File: src/rtl/tank_tune_pkg.sv
package tank_tune_pkg;
  typedef enum logic [1:0] {
    STEP_HOLD = 2'd0,
    STEP_INC  = 2'd1,
    STEP_DEC  = 2'd2
  } step_e;
endpackage

File: src/rtl/flag_sync.sv
module flag_sync #(
  parameter int WIDTH = 2
) (
  input  logic             clk,
  input  logic             rst,
  input  logic [WIDTH-1:0] async_in,
  output logic [WIDTH-1:0] sync_out
);
  for (genvar i = 0; i < WIDTH; i++) begin : g_bit
    logic meta_q, sync_q;
    always_ff @(posedge clk) begin
      if (rst) begin
        meta_q <= 1'b0;
        sync_q <= 1'b0;
      end else begin
        meta_q <= async_in[i];
        sync_q <= meta_q;
      end
    end
    assign sync_out[i] = sync_q;
  end
endmodule

File: src/rtl/settle_timer.sv
module settle_timer #(
  parameter int PERIOD = 8
) (
  input  logic clk,
  input  logic rst,
  input  logic run,
  output logic tick
);
  localparam int CW = (PERIOD > 1) ? $clog2(PERIOD) : 1;
  localparam logic [CW-1:0] LAST = CW'(PERIOD - 1);

  logic [CW-1:0] cnt_q;

  always_ff @(posedge clk) begin
    if (rst || !run) begin
      cnt_q <= '0;
    end else if (cnt_q == LAST) begin
      cnt_q <= '0;
    end else begin
      cnt_q <= cnt_q + 1'b1;
    end
  end

  assign tick = run && (cnt_q == LAST);

  if (PERIOD > 1) begin : g_chk
    // one decision per settle period, never two in a row
    assert_tick_spaced_R8: assert property (@(posedge clk) disable iff (rst)
      tick |=> !tick);
  end
endmodule

File: src/rtl/step_decode.sv
module step_decode
  import tank_tune_pkg::*;
(
  input  logic  below,
  input  logic  above,
  output step_e step
);
  always_comb begin
    unique case ({below, above})
      2'b10:   step = STEP_INC;
      2'b01:   step = STEP_DEC;
      default: step = STEP_HOLD;
    endcase
  end
endmodule

File: src/rtl/tune_code_reg.sv
module tune_code_reg
  import tank_tune_pkg::*;
#(
  parameter int WIDTH = 7
) (
  input  logic             clk,
  input  logic             rst,
  input  logic             en,
  input  logic             tick,
  input  step_e            step,
  output logic [WIDTH-1:0] code
);
  localparam logic [WIDTH-1:0] CODE_MAX = {WIDTH{1'b1}};

  always_ff @(posedge clk) begin
    if (rst || !en) begin
      code <= '0;
    end else if (tick) begin
      case (step)
        STEP_INC: if (code != CODE_MAX) code <= code + 1'b1;
        STEP_DEC: if (code != '0)       code <= code - 1'b1;
        default:  code <= code;
      endcase
    end
  end

  assert_inc_by_one_R2: assert property (@(posedge clk) disable iff (rst)
    (en && tick && step == STEP_INC && code != CODE_MAX) |=> code == $past(code) + 1'b1);
  assert_dec_by_one_R3: assert property (@(posedge clk) disable iff (rst)
    (en && tick && step == STEP_DEC && code != '0) |=> code == $past(code) - 1'b1);
  assert_no_overflow_R6: assert property (@(posedge clk) disable iff (rst)
    (en && tick && step == STEP_INC && code == CODE_MAX) |=> code == CODE_MAX);
  assert_no_underflow_R7: assert property (@(posedge clk) disable iff (rst)
    (en && tick && step == STEP_DEC && code == '0) |=> code == '0);
  assert_hold_between_R8: assert property (@(posedge clk) disable iff (rst)
    (en && !tick) |=> $stable(code));
  assert_empty_when_off_R10: assert property (@(posedge clk) disable iff (rst)
    !en |=> code == '0);
endmodule

File: src/rtl/tank_tuner.sv
module tank_tuner
  import tank_tune_pkg::*;
#(
  parameter int CODE_W        = 7,
  parameter int SETTLE_CYCLES = 8
) (
  input  logic              clk,
  input  logic              rst,
  input  logic              en,
  input  logic              amp_low,
  input  logic              amp_high,
  output logic [CODE_W-1:0] tune_code
);
  localparam int N_FLAGS = 2;

  logic [N_FLAGS-1:0] flags_s;
  logic               tick;
  step_e              step;

  flag_sync #(.WIDTH(N_FLAGS)) u_sync (
    .clk      (clk),
    .rst      (rst),
    .async_in ({amp_high, amp_low}),
    .sync_out (flags_s)
  );

  settle_timer #(.PERIOD(SETTLE_CYCLES)) u_timer (
    .clk  (clk),
    .rst  (rst),
    .run  (en),
    .tick (tick)
  );

  step_decode u_dec (
    .below (flags_s[0]),
    .above (flags_s[1]),
    .step  (step)
  );

  tune_code_reg #(.WIDTH(CODE_W)) u_code (
    .clk  (clk),
    .rst  (rst),
    .en   (en),
    .tick (tick),
    .step (step),
    .code (tune_code)
  );

  // contradictory synchronized flags never move the array
  assert_conflict_holds_R5: assert property (@(posedge clk) disable iff (rst)
    (en && tick && flags_s[0] && flags_s[1]) |=> $stable(tune_code));
  // in-window amplitude never moves the array
  assert_window_holds_R4: assert property (@(posedge clk) disable iff (rst)
    (en && tick && !flags_s[0] && !flags_s[1]) |=> $stable(tune_code));
  // code is empty on the first edge after reset
  assert_reset_clear_R1: assert property (@(posedge clk)
    $past(rst) |-> tune_code == '0);
endmodule

File: config.mk
export PLATFORM = sky130hd
export DESIGN_NAME = tank_tuner
export DESIGN_NICKNAME = d
export VERILOG_FILES = /design/src/rtl/tank_tune_pkg.sv /design/src/rtl/flag_sync.sv /design/src/rtl/settle_timer.sv /design/src/rtl/step_decode.sv /design/src/rtl/tune_code_reg.sv /design/src/rtl/tank_tuner.sv
export SDC_FILE = /design/constraint.sdc
export NUM_CORES = 1
export LEC_CHECK = 0
export BUFFER_PORTS_ARGS = -buffer_cell sky130_fd_sc_hd__buf_2
export CORE_UTILIZATION = 50
export CTS_BUF_LIST = sky130_fd_sc_hd__clkbuf_8
export DETAILED_ROUTE_END_ITERATION = 12
export PLACE_DENSITY = 0.71
export SLEW_MARGIN = 25
export SYNTH_ARGS = -nofsm -noshare
export SYNTH_HDL_FRONTEND = slang
export SYNTH_HIERARCHICAL = 1
export SYNTH_SLANG_ARGS = --single-unit
File: constraint.sdc
create_clock -name clk -period 2.5 [get_ports clk]
set_input_delay 0 -clock clk [delete_from_list [all_inputs] [get_ports clk]]
set_output_delay 0 -clock clk [all_outputs]
set_load 0.02 [all_outputs]
# After elaboration in Yosys (flattened, before gate mapping)
# Index checks and enable logic that the tools add are counted.
# W data, S select, Z words.
dict set report totals {
  reg_bits 14
  inputBits 5
  out_inout_bits 7
}
dict set report op_classes {
  n_addsub 3
  n_eq_ne 8
  mux 4
  reduce_logical 7
}
# cell n
set op_table {}
lappend op_table {{$mux W7} 2}
lappend op_table {{$pmux W7 S2} 1}
lappend op_table {{$add A7 B1 Y7 const B} 1}
lappend op_table {{$ne A7 B7 Y1 const B} 1}
lappend op_table {{$reduce_bool A7 Y1} 1}
lappend op_table {{$sub A7 B1 Y7 const B} 1}
lappend op_table {{$eq A2 B1 Y1 const B} 2}
lappend op_table {{$eq A2 B2 Y1 const B} 2}
lappend op_table {{$ne A2 B1 Y1 const B} 2}
lappend op_table {{$pmux W2 S2} 1}
lappend op_table {{$reduce_and A4 Y1} 1}
lappend op_table {{$add A3 B1 Y3 const B} 1}
lappend op_table {{$eq A3 B3 Y1 const B} 1}
lappend op_table {{$reduce_bool A2 Y1} 1}
lappend op_table {{$reduce_or A2 Y1} 1}
lappend op_table {{$logic_and A1 B1 Y1} 1}
lappend op_table {{$logic_not A1 Y1} 1}
lappend op_table {{$logic_or A1 B1 Y1} 1}

# Longest topological paths before layout
dict set report logic_depth {
  depth_word 5
  mapped_depth 10
  depth_no_buf 8
}

# By module
# Netlist, hierarchy kept.
# module instances cells_per_inst area_per_inst_um2 seq_area_each_um2
set by_module_without_submodules {}
lappend by_module_without_submodules {tune_code_reg 1 60 535.5 140.1}
lappend by_module_without_submodules {settle_timer 1 9 131.4 60.1}
lappend by_module_without_submodules {flag_sync 1 10 120.1 80.1}
lappend by_module_without_submodules {step_decode 1 2 15.0 0.0}

# Least setup slack after synthesis
# OpenSTA, ideal clock, no wires.
dict set report synth_path {
  path_kind {register -> register}
  startpoint {register u_sync.g_bit[1].sync_q}
  endpoint {register u_code.code[4]}
  t_arrival_ps 2235
  required_ps 2426
  path_slack_ps 191
  stages_incl_launch_ff 10
  n_path_buf 2
  period_less_slack_ps 2309
  path_cell_list {dfxtp_1 buf_4 and2b_2 nand2b_1 clkbuf_1 xnor2_1 ha_1 or4b_1 a2111o_1 o21ai_0}
}
dict set report synth_via {
  elab_chain_len 5
  word_cells_on_any_way 10
  cone_classes {eq/ne: 6; mux: 2; reduce/logical: 2}
}
# element line
set synth_lines {}
lappend synth_lines {{from (decl)} flag_sync.sv:10} ;# logic meta_q, sync_q;
lappend synth_lines {{from (signal assigned)} flag_sync.sv:17} ;# sync_q <= meta_q;
lappend synth_lines {{$eq A2 B1 Y1 / $eq A2 B2 Y1 (equally long branches)} step_decode.sv:9} ;# unique case ({below, above})
lappend synth_lines {{$pmux W2 S2 (*)} step_decode.sv:9}
lappend synth_lines {{net step[0]} tank_tuner.sv:18} ;# step_e step;
lappend synth_lines {{$eq A2 B2 Y1 / $eq A2 B1 Y1 (equally long branches)} tune_code_reg.sv:19} ;# case (step)
lappend synth_lines {{$ne A2 B1 Y1 (no source line) / $reduce_bool A2 Y1 (equally long branches)} n/a}
lappend synth_lines {{$reduce_and A4 Y1 (no source line)} n/a}
lappend synth_lines {{to (signal assigned)} tune_code_reg.sv:20} ;# STEP_INC: if (code != CODE_MAX) code <= code + 1'b1;
lappend synth_lines {{to (signal assigned)} tune_code_reg.sv:21} ;# STEP_DEC: if (code != '0) code <= code - 1'b1;
lappend synth_lines {{to (signal assigned)} tune_code_reg.sv:22} ;# default: code <= code;
lappend synth_lines {{to (decl)} tune_code_reg.sv:11} ;# output logic [WIDTH-1:0] code
# Mark *: on every way through the listed nets, which the timed path passes. The rest lies on a longest branch.
# A chain may end at the register's enable or synchronous reset.

# Worst setup path after layout
# Same ends and word-level chain as after synthesis.

==> metrics.txt <==
FMAX=approximately 0.43 GHz; Die Span Y=~42 um; register-to-register setup slack=roughly 0.16 ns; total number of vias=about 700; routed len/inst=approximately 15 um; Max-slew headroom=~67%; Hold Path Sink=u_sync/g_bit[1].meta_q; first-pass GRT wire length=about 2800 um; DPL Wire Length=roughly 1100 um; CTS tree=done; final core area utilization=between 60% and 70%; slowest cell on the critical path=or4b_1; post-CTS resize count=0; CP top delay family=simple AND/OR/NAND/NOR gates; Final TNS setup=0 ns; outcome=finished, final reports clean; Startpoint Class=flop; via-per-instance ratio=6.28; leading area contributor after synthesis=dfxtp_1; Final Skew=between 0.0008 and 0.0009 ns; fillers=about 140; Die W=approximately 42 um; # hold bufs at CTS=2; Async S/R FF share, synth=0%; Area growth syn-to-layout=14.4%; Buf/Inv on CP=0; # nets final=a little over 100; die area=roughly 1800 um^2; top cells by area, synth=dfxtp_1 35%, ha_1 4.7%, nor2b_1 3.9%, a21oi_1 3.1%, and4bb_2 3.1%; Hold Crit Class=input port to flop; Mapped Cells=81; initial antenna violation count=0; Final min period=between 2 and 2.5 ns; fin crit share=around 94%; Antenna diodes=0; num ports=12; Final setup viols=0; Setup CP Type=flop to flop; WL final=~1600 um; #FFs+latches synth=14; Slew Viols, Final=0; Max-Cap Viols=0; Slowest Stage Delay on Critical Path=around 0.54 ns; clk root buf=clkbuf_8; Clock transition at path regs=around 0.060 ns; Syn Nets=89; GP Congestion=0.823; sinks on the clock net=14; DR pass1 iterations=4; min-delay src=rst; Post-Syn Area=between 800 and 900 um^2; maximum fanout along the worst path=7; YS warnings=6; Initial DRC Count=20; worst r2r dst=u_code/code[4]; Mapped Avg Cell Area=about 9.9 um^2; pin count of the biggest net entering global routing=11; All-Layer GR Usage=between 20% and 30%; vias in the first global route=between 600 and 700; post-CTS setup buffers=0; core area=1510 um^2; Routed Antenna Nets=0; CP required=~2.7 ns; # H-tree levels=1; VDD IR max=approximately 0.4 mV; Initial Util=between 50% and 60%; r2r startpoint=u_sync/g_bit[1].sync_q; RSZ-0062 raised after global routing=no; worst hold path depth=2; TritonCTS Buffers=3; prevailing post-synth register cell=dfxtp_1; unique cell type count in the Yosys netlist=40; Setup crit end kind=flop; I/O Buffers=11; number of flops mapped to enable cells by yosys=0; pwr/cell area=slightly above 500 nW/um^2; layout cells sized above 1=between 20% and 30%; WP data arrival=approximately 2.5 ns; share of the synthesized area in the top cell type=about a third; reg2reg path depth=7; later-pin clock latency in the skew report=0.24 ns; Max clock buf depth=2; Slew @ Worst Pin=0.489 ns; P_leak=0.000370 uW; std cell rows=14; Congestion Overflow GR=0; cell breakdown of the critical path=and2b_2 > nand2b_1 > xnor2_1 > ha_1 > or4b_1 > a2111o_1 > o21ai_0; Seq/Total Area, Yosys=a little over a third; DRC errors left=0; Hold Vio Cnt, Final=0
-- worst max path at each step --
stage	from	slack, ns	end	cells past startpoint
after global placement	u_sync/g_bit[1].sync_q	0.26	u_code/code[4]	7
after global routing	u_sync/g_bit[1].sync_q	0.07	u_code/code[4]	7
final	u_sync/g_bit[1].sync_q	0.16	u_code/code[4]	7
after floorplan	u_sync/g_bit[1].sync_q	0.19	u_code/code[4]	9
after detailed placement	u_sync/g_bit[1].sync_q	0.20	u_code/code[4]	7
after CTS	u_sync/g_bit[1].sync_q	0.18	u_code/code[4]	7
-- area by class of cell --
class	count	area (um^2)	area share, %
clock buffers	4	55.1	6.00
multi-input cells	62	487	53.1
flip-flops and latches	14	280	30.6
well taps	16	20.0	2.18
repair buffers	13	75.1	8.19
-- layout by cell type (no fill, tap or decap), types with 2 or more instances in the layout --
cell type      count
o31ai_1            2
nor2_1             2
and2b_1            2
mux2i_1            2
dlygate4sd3_1      2
nand3_1            2
dfxtp_1           14
o21ai_0            3
or4_4              2
a21oi_1            5
ha_1               3
or4_1              3
buf_2             11
nand4_1            2
nand2b_1           2
and4bb_2           2
clkbuf_8           4
nor2b_1            5
and2b_2            2
and2_1             2
and4_1             2
nand2_1            2
-- sequential cells by signal, indices dropped and copies added, names as in the netlist --
register and cells:
u_code/code 7, u_sync/g_bit.meta_q 2, u_sync/g_bit.sync_q 2, u_timer/cnt_q 3
-- report_power, final --
| group | switching [uW] | total, uW | internal [uW] | leakage [uW] |
|---|---|---|---|---|
| Combinational | 14.3 | 29.2 | 14.9 | 0.000227 |
| Sequential | 1.48 | 229 | 228 | 0.000114 |
| Clock | 77.6 | 217 | 139 | 0.0000288 |
-- stage by stage --
| step | std cells | hold WS [ns] | power [uW] | worst slack, ns | cell area, um^2 |
|---|---|---|---|---|---|
| 2_1_floorplan | 81 | 0.0716 | 253 | 0.191 | 802 |
| 3_3_place_gp | 103 | 0.206 | 259 | 0.264 | 842 |
| 3_5_place_dp | 103 | 0.215 | 261 | 0.197 | 842 |
| 4_1_cts | 109 | 0.0236 | 484 | 0.181 | 917 |
| 5_1_grt | 109 | 0.0313 | 499 | 0.0733 | 917 |
| 6_report | 109 | 0.0224 | 476 | 0.161 | 917 |
-- cells in the mapped netlist (2+ instances only) --
| library cell | count |
|---|---|
| a21oi_1 | 5 |
| and2_1 | 2 |
| and2b_1 | 2 |
| and2b_2 | 2 |
| and4_1 | 2 |
| and4bb_2 | 2 |
| buf_4 | 2 |
| dfxtp_1 | 14 |
| ha_1 | 3 |
| mux2i_1 | 2 |
| nand2_1 | 2 |
| nand2b_1 | 2 |
| nand3_1 | 2 |
| nand4_1 | 2 |
| nor2_1 | 2 |
| nor2b_1 | 5 |
| o21ai_0 | 3 |
| o31ai_1 | 2 |
| or4_1 | 3 |
| or4_4 | 2 |
-- routing by layer --
layer	track usage, %	share of wire (%)	vias to the layer above	routed length, um
li1	-	-	338	-
met1	26.3	46	325	747
met2	34.4	49	22	794
met3	6.47	4.8	0	77
met4	10.0	0	0	0
met5	0	0	-	0
-- kinds of logic (layout without fill, tap and decap cells) --
| logic type | after synthesis | after routing | synth area share (%) |
|---|---|---|---|
| simple gates | 39 | 39 | 36.0 |
| mux | 2 | 2 | 2.50 |
| compound gates | 17 | 17 | 16.4 |
| flops | 14 | 14 | 34.9 |
| xor+xnor | 1 | 1 | 1.09 |
| buf+inv | 5 | 17 | 4.37 |
| fa+ha+maj | 3 | 3 | 4.68 |
Power figures use the tool's default switching activity.
